File: config.mk
export PLATFORM = sky130hd
export DESIGN_NAME = iowin_decode
export DESIGN_NICKNAME = d
export VERILOG_FILES = /design/src/rtl/iowin_pkg.sv /design/src/rtl/cfg_base_reg.sv /design/src/rtl/cfg_en_reg.sv /design/src/rtl/win_match.sv /design/src/rtl/iowin_decode.sv
export SDC_FILE = /design/constraint.sdc
export NUM_CORES = 1
export LEC_CHECK = 0
export BUFFER_PORTS_ARGS = -buffer_cell sky130_fd_sc_hd__buf_4
export CORE_MARGIN = 1
export CORE_UTILIZATION = 25
export DETAILED_ROUTE_END_ITERATION = 8
export GPL_ROUTABILITY_DRIVEN = 0
export MAX_ROUTING_LAYER = met4
export PLACE_DENSITY = 0.48
export SYNTH_ARGS = -nofsm -noshare
export SYNTH_HDL_FRONTEND = slang
export SYNTH_HIERARCHICAL = 1
export SYNTH_SLANG_ARGS = --single-unit
File: constraint.sdc
create_clock -name clk_i -period 3.1 [get_ports clk_i]
set_input_delay 0 -clock clk_i [delete_from_list [all_inputs] [get_ports clk_i]]
set_output_delay 0 -clock clk_i [all_outputs]
set_load 0.01 [all_outputs]
File: src/rtl/iowin_pkg.sv
package iowin_pkg;

  localparam int unsigned CFG_AW   = 8;
  localparam int unsigned CFG_DW   = 32;
  localparam int unsigned CFG_LANES = CFG_DW / 8;

  typedef enum logic [2:0] {
    SEL_NONE,
    SEL_PM_BASE,
    SEL_PM_EN,
    SEL_SMB_BASE,
    SEL_SMB_EN
  } cfg_sel_e;

  function automatic logic [CFG_AW-3:0] dword_of(input logic [CFG_AW-1:0] a);
    return a[CFG_AW-1:2];
  endfunction

endpackage

File: src/rtl/cfg_base_reg.sv
module cfg_base_reg
  import iowin_pkg::*;
#(
  parameter int unsigned IO_AW = 16,
  parameter int unsigned ALIGN = 7,
  localparam int unsigned FW   = IO_AW - ALIGN
) (
  input  logic              clk_i,
  input  logic              rst_ni,
  input  logic              we_i,
  input  logic [CFG_LANES-1:0] be_i,
  input  logic [CFG_DW-1:0] wdata_i,
  output logic [CFG_DW-1:0] rdata_o,
  output logic [FW-1:0]     base_o
);

  logic [FW-1:0] base_q;
  logic          unused_in;

  assign unused_in = ^{be_i, wdata_i};

  // Merge per lane, then only the writable field is kept.
  always_ff @(posedge clk_i or negedge rst_ni) begin
    if (!rst_ni) begin
      base_q <= '0;
    end else if (we_i) begin
      for (int i = 0; i < int'(FW); i++) begin
        if (be_i[(i + ALIGN) / 8]) base_q[i] <= wdata_i[i + ALIGN];
      end
    end
  end

  always_comb begin
    rdata_o = '0;
    rdata_o[IO_AW-1:ALIGN] = base_q;
    rdata_o[0] = 1'b1;
  end

  assign base_o = base_q;

endmodule

File: src/rtl/cfg_en_reg.sv
module cfg_en_reg
  import iowin_pkg::*;
#(
  parameter int unsigned LANE = 1,
  parameter logic [7:0]  KEEP = 8'hff
) (
  input  logic              clk_i,
  input  logic              rst_ni,
  input  logic              we_i,
  input  logic [CFG_LANES-1:0] be_i,
  input  logic [CFG_DW-1:0] wdata_i,
  output logic [CFG_DW-1:0] rdata_o,
  output logic [7:0]        val_o
);

  logic [7:0] q;
  logic       unused_in;

  assign unused_in = ^{be_i, wdata_i};

  always_ff @(posedge clk_i or negedge rst_ni) begin
    if (!rst_ni)                q <= '0;
    else if (we_i && be_i[LANE]) q <= wdata_i[LANE*8 +: 8] & KEEP;
  end

  always_comb begin
    rdata_o = '0;
    rdata_o[LANE*8 +: 8] = q;
  end

  assign val_o = q;

endmodule

File: src/rtl/win_match.sv
module win_match #(
  parameter int unsigned IO_AW = 16,
  parameter int unsigned ALIGN = 7,
  localparam int unsigned FW   = IO_AW - ALIGN
) (
  input  logic             en_i,
  input  logic [FW-1:0]    base_i,
  input  logic [IO_AW-1:0] addr_i,
  output logic             hit_o,
  output logic [ALIGN-1:0] off_o
);

  assign hit_o = en_i && (addr_i[IO_AW-1:ALIGN] == base_i);
  assign off_o = addr_i[ALIGN-1:0];

endmodule

File: src/rtl/iowin_decode.sv
module iowin_decode
  import iowin_pkg::*;
#(
  parameter int unsigned IO_AW        = 16,
  parameter int unsigned PM_ALIGN     = 7,
  parameter int unsigned SMB_ALIGN    = 4,
  parameter logic [7:0]  PM_BASE_OFF  = 8'h48,
  parameter logic [7:0]  PM_EN_OFF    = 8'h41,
  parameter int unsigned PM_EN_BIT    = 7,
  parameter logic [7:0]  SMB_BASE_OFF = 8'h90,
  parameter logic [7:0]  SMB_EN_OFF   = 8'hd2,
  parameter int unsigned SMB_EN_BIT   = 0,
  parameter logic [7:0]  SMB_EN_KEEP  = 8'h0f
) (
  input  logic                 clk_i,
  input  logic                 rst_ni,
  input  logic                 cfg_we_i,
  input  logic [CFG_AW-1:0]    cfg_addr_i,
  input  logic [CFG_LANES-1:0] cfg_be_i,
  input  logic [CFG_DW-1:0]    cfg_wdata_i,
  output logic [CFG_DW-1:0]    cfg_rdata_o,
  input  logic [IO_AW-1:0]     io_addr_i,
  output logic                 pm_hit_o,
  output logic [PM_ALIGN-1:0]  pm_off_o,
  output logic                 smb_hit_o,
  output logic [SMB_ALIGN-1:0] smb_off_o
);

  localparam int unsigned PM_FW  = IO_AW - PM_ALIGN;
  localparam int unsigned SMB_FW = IO_AW - SMB_ALIGN;

  logic [CFG_AW-3:0] dw;
  logic sel_pm_base, sel_pm_en, sel_smb_base, sel_smb_en;
  logic [CFG_DW-1:0] pm_base_rd, pm_en_rd, smb_base_rd, smb_en_rd;
  logic [PM_FW-1:0]  pm_base;
  logic [SMB_FW-1:0] smb_base;
  logic [7:0] pm_en_val, smb_en_val;
  logic pm_raw, smb_raw;
  logic unused_bits;

  assign dw           = dword_of(cfg_addr_i);
  assign sel_pm_base  = dw == dword_of(PM_BASE_OFF);
  assign sel_pm_en    = dw == dword_of(PM_EN_OFF);
  assign sel_smb_base = dw == dword_of(SMB_BASE_OFF);
  assign sel_smb_en   = dw == dword_of(SMB_EN_OFF);

  cfg_base_reg #(.IO_AW(IO_AW), .ALIGN(PM_ALIGN)) u_pm_base (
    .clk_i, .rst_ni,
    .we_i(cfg_we_i && sel_pm_base), .be_i(cfg_be_i), .wdata_i(cfg_wdata_i),
    .rdata_o(pm_base_rd), .base_o(pm_base)
  );

  cfg_base_reg #(.IO_AW(IO_AW), .ALIGN(SMB_ALIGN)) u_smb_base (
    .clk_i, .rst_ni,
    .we_i(cfg_we_i && sel_smb_base), .be_i(cfg_be_i), .wdata_i(cfg_wdata_i),
    .rdata_o(smb_base_rd), .base_o(smb_base)
  );

  cfg_en_reg #(.LANE(int'(PM_EN_OFF[1:0])), .KEEP(8'hff)) u_pm_en (
    .clk_i, .rst_ni,
    .we_i(cfg_we_i && sel_pm_en), .be_i(cfg_be_i), .wdata_i(cfg_wdata_i),
    .rdata_o(pm_en_rd), .val_o(pm_en_val)
  );

  cfg_en_reg #(.LANE(int'(SMB_EN_OFF[1:0])), .KEEP(SMB_EN_KEEP)) u_smb_en (
    .clk_i, .rst_ni,
    .we_i(cfg_we_i && sel_smb_en), .be_i(cfg_be_i), .wdata_i(cfg_wdata_i),
    .rdata_o(smb_en_rd), .val_o(smb_en_val)
  );

  // OR-mux so that registers sharing a dword merge cleanly.
  always_comb begin
    cfg_rdata_o = '0;
    if (sel_pm_base)  cfg_rdata_o |= pm_base_rd;
    if (sel_pm_en)    cfg_rdata_o |= pm_en_rd;
    if (sel_smb_base) cfg_rdata_o |= smb_base_rd;
    if (sel_smb_en)   cfg_rdata_o |= smb_en_rd;
  end

  win_match #(.IO_AW(IO_AW), .ALIGN(PM_ALIGN)) u_pm_match (
    .en_i(pm_en_val[PM_EN_BIT]), .base_i(pm_base), .addr_i(io_addr_i),
    .hit_o(pm_raw), .off_o(pm_off_o)
  );

  win_match #(.IO_AW(IO_AW), .ALIGN(SMB_ALIGN)) u_smb_match (
    .en_i(smb_en_val[SMB_EN_BIT]), .base_i(smb_base), .addr_i(io_addr_i),
    .hit_o(smb_raw), .off_o(smb_off_o)
  );

  // Power-management window wins on overlap.
  assign pm_hit_o  = pm_raw;
  assign smb_hit_o = smb_raw && !pm_raw;

  assign unused_bits = ^{cfg_addr_i[1:0], pm_en_val, smb_en_val};

endmodule

==> out/summary.txt <==
Worst Path Max Fanout: 3
FMAX: 584 MHz
Final layout net count: 455
Yosys warns: 6
WS Path Type: flip-flop to primary output
Leakage Power: 1.92 nW
Fin. Hold Viols: 0
Antenna-violating nets left: 0
Synthesized area per cell: 9.93 µm²
Run status: finished clean
Mapped Cells: 359
DP HPWL: 5410 µm
# clock sinks: 33
Root Buffer Master: clkbuf_16
Critical Path End Type: primary output
Worst Tran Pin Value: 624 ps
Clock skew: 0 ps
Worst path max stage delay: 400 ps
Share of cells above drive strength 1: 30.0%
H-tree levels: 2
Initial antenna violation count: 0
Count of port buffers added during placement: 61
# IOs: 108
R2R Path Start: u_smb_base/base_o[7]
Finished Cell Area: 0.00384 mm²
Postcts setup bufs: 0
Core Area: 0.0139 mm²
Skew-Pair Late Insertion Delay: 280 ps
Hold crit path type: input port to primary output
Worst R2R Path Depth: 1
Cells on Worst Hold Path: 0
Placement Cell Area: 0.00350 mm²
Setup ws final: 1390 ps
Worst path cell trace: xnor2_1 -> nand4_1 -> nor4_2 -> nor2b_1 -> buf_4
Time the worst path needs with I/O delays and setup: 1710 ps
Crit path max-delay family: simple AND/OR/NAND/NOR gates
DRC violations left: 0
Vias post-DR: 2136
Power density cells: 353 mW/mm²
Die area: 0.0147 mm²
CP startpoint kind: flip-flop
Highest-delay cell along the critical path: dfrtp_1
Die W: 121 µm
Non-Filler Instances: 573
Max-slew violations: 0
Vias in the first global route: 2225
Vias per cell: 3.73
Pre-antenna DRT Iters: 4
Data arrival, critical path: 1710 ps
DP Cell Count: 548
Inserted Diodes: 0
RSZ-0062 raised after global routing: no
Deepest clock path buffer count: 2
Cts bufs inserted: 5
Post-Syn Area: 0.00356 mm²
Count of buffer and inverter cells on the critical path: 1
Pin count of the biggest net entering global routing: 35
Hold path startpoint: io_addr_i[0]
FF-to-FF setup slack: 2310 ps
DP Worst Slack: 1220 ps
Setup TNS Final: 0 ps
Slew HR: 58.4%
Rows: 43
Starting Density: 25.7%
Final setup violation count: 0
Wirelength per Cell: 12.9 µm
Required time of the critical path: 3100 ps
Total GRT Usage: 10.8%
Reg2reg end: u_smb_base/base_o[7]
Max-cap viol count: 0
Worst hold endpoint: pm_off_o[0]
Peak VDD IR: 0.192 mV
CTS tree: built
First-pass GRT wire length: 11600 µm
Worst-path clk slew: 50 ps
Drt initial violations: 34
Layout area overhead: 7.87%
Drt total wl: 7380 µm
Tcrit/Tclk final: 55.3%
Overflow after GRT: 0
DIE HEIGHT: 121 µm
==> worst max path at each step <==
stage	startpoint	to	depth (start not counted)
floorplan	cfg_addr_i[6]	u_smb_base/base_o[10]	5
global placement	cfg_addr_i[3]	u_smb_base/base_o[10]	6
detailed placement	cfg_addr_i[3]	u_smb_base/base_o[7]	6
CTS	u_smb_base/base_o[9]	smb_hit_o	5
global route	u_smb_base/base_o[9]	smb_hit_o	5
finish	u_smb_base/base_o[9]	smb_hit_o	5
==> placed cells by master (no fill, tap or decap), types with 2 or more instances in the layout <==
master	n
buf_4	63
clkbuf_16	5
conb_1	95
dfrtp_1	33
dlygate4sd3_1	17
inv_1	2
mux2_2	29
mux2_4	4
mux2i_1	64
nand2_1	4
nand2_2	4
nand4_1	4
nor3_1	2
nor3_2	3
o22ai_1	30
o22ai_2	2
xnor2_1	21
==> sequential cells by signal, summed over array words and instances (netlist names) <==
signal / cells
u_smb_en/val_o: 4
u_smb_base/base_o: 12
u_pm_en/val_o: 8
u_pm_base/base_o: 9
==> per-layer routing <==
metal | part of all wire (%) | global-route usage, % | vias to the layer above
met3 | 3.4 | 1.50 | 6
met4 | 0.98 | 2.70 | 0
met1 | 43 | 12.2 | 1005
met2 | 53 | 19.7 | 38
li1 | - | - | 1087
met5 | 0 | - | -
==> stage by stage <==
| step | hold WS (ps) | utilization (%) | power [mW] |
|---|---|---|---|
| CTS | 0.175 | 27.7 | 1.37 |
| finish | 0.00572 | 27.7 | 1.36 |
| floorplan | -296 | - | 0.811 |
| detailed placement | -22.2 | 25.2 | 0.770 |
| global route | 0.0393 | 27.7 | 1.43 |
| global placement | -18.0 | 25.2 | 0.765 |
==> power breakdown <==
group	switching (mW)	internal (mW)	leakage, nW
clock	0.177	0.401	0.0841
sequential	0.0276	0.467	0.449
combinational	0.130	0.154	1.38
total	0.335	1.02	1.92
==> final cells by class <==
class,count,area [µm²]
Clock buffer,7,143
Tap cell,180,225
Timing Repair Buffer,80,643
Clock inverter,1,30.0
Inverter,3,11.3
Sequential cell,33,826
Fill cell,1497,10000
Multi-Input combinational cell,269,1970
==> timing repair <==
action / in CTS / in global routing
endpoints found under the hold margin: 66 / 0
hold buffers: 17 / 0
endpoints found under the setup margin: 0 / 0
resized for setup: 0 / 0
Note: power is estimated with default switching activity, not from simulation.
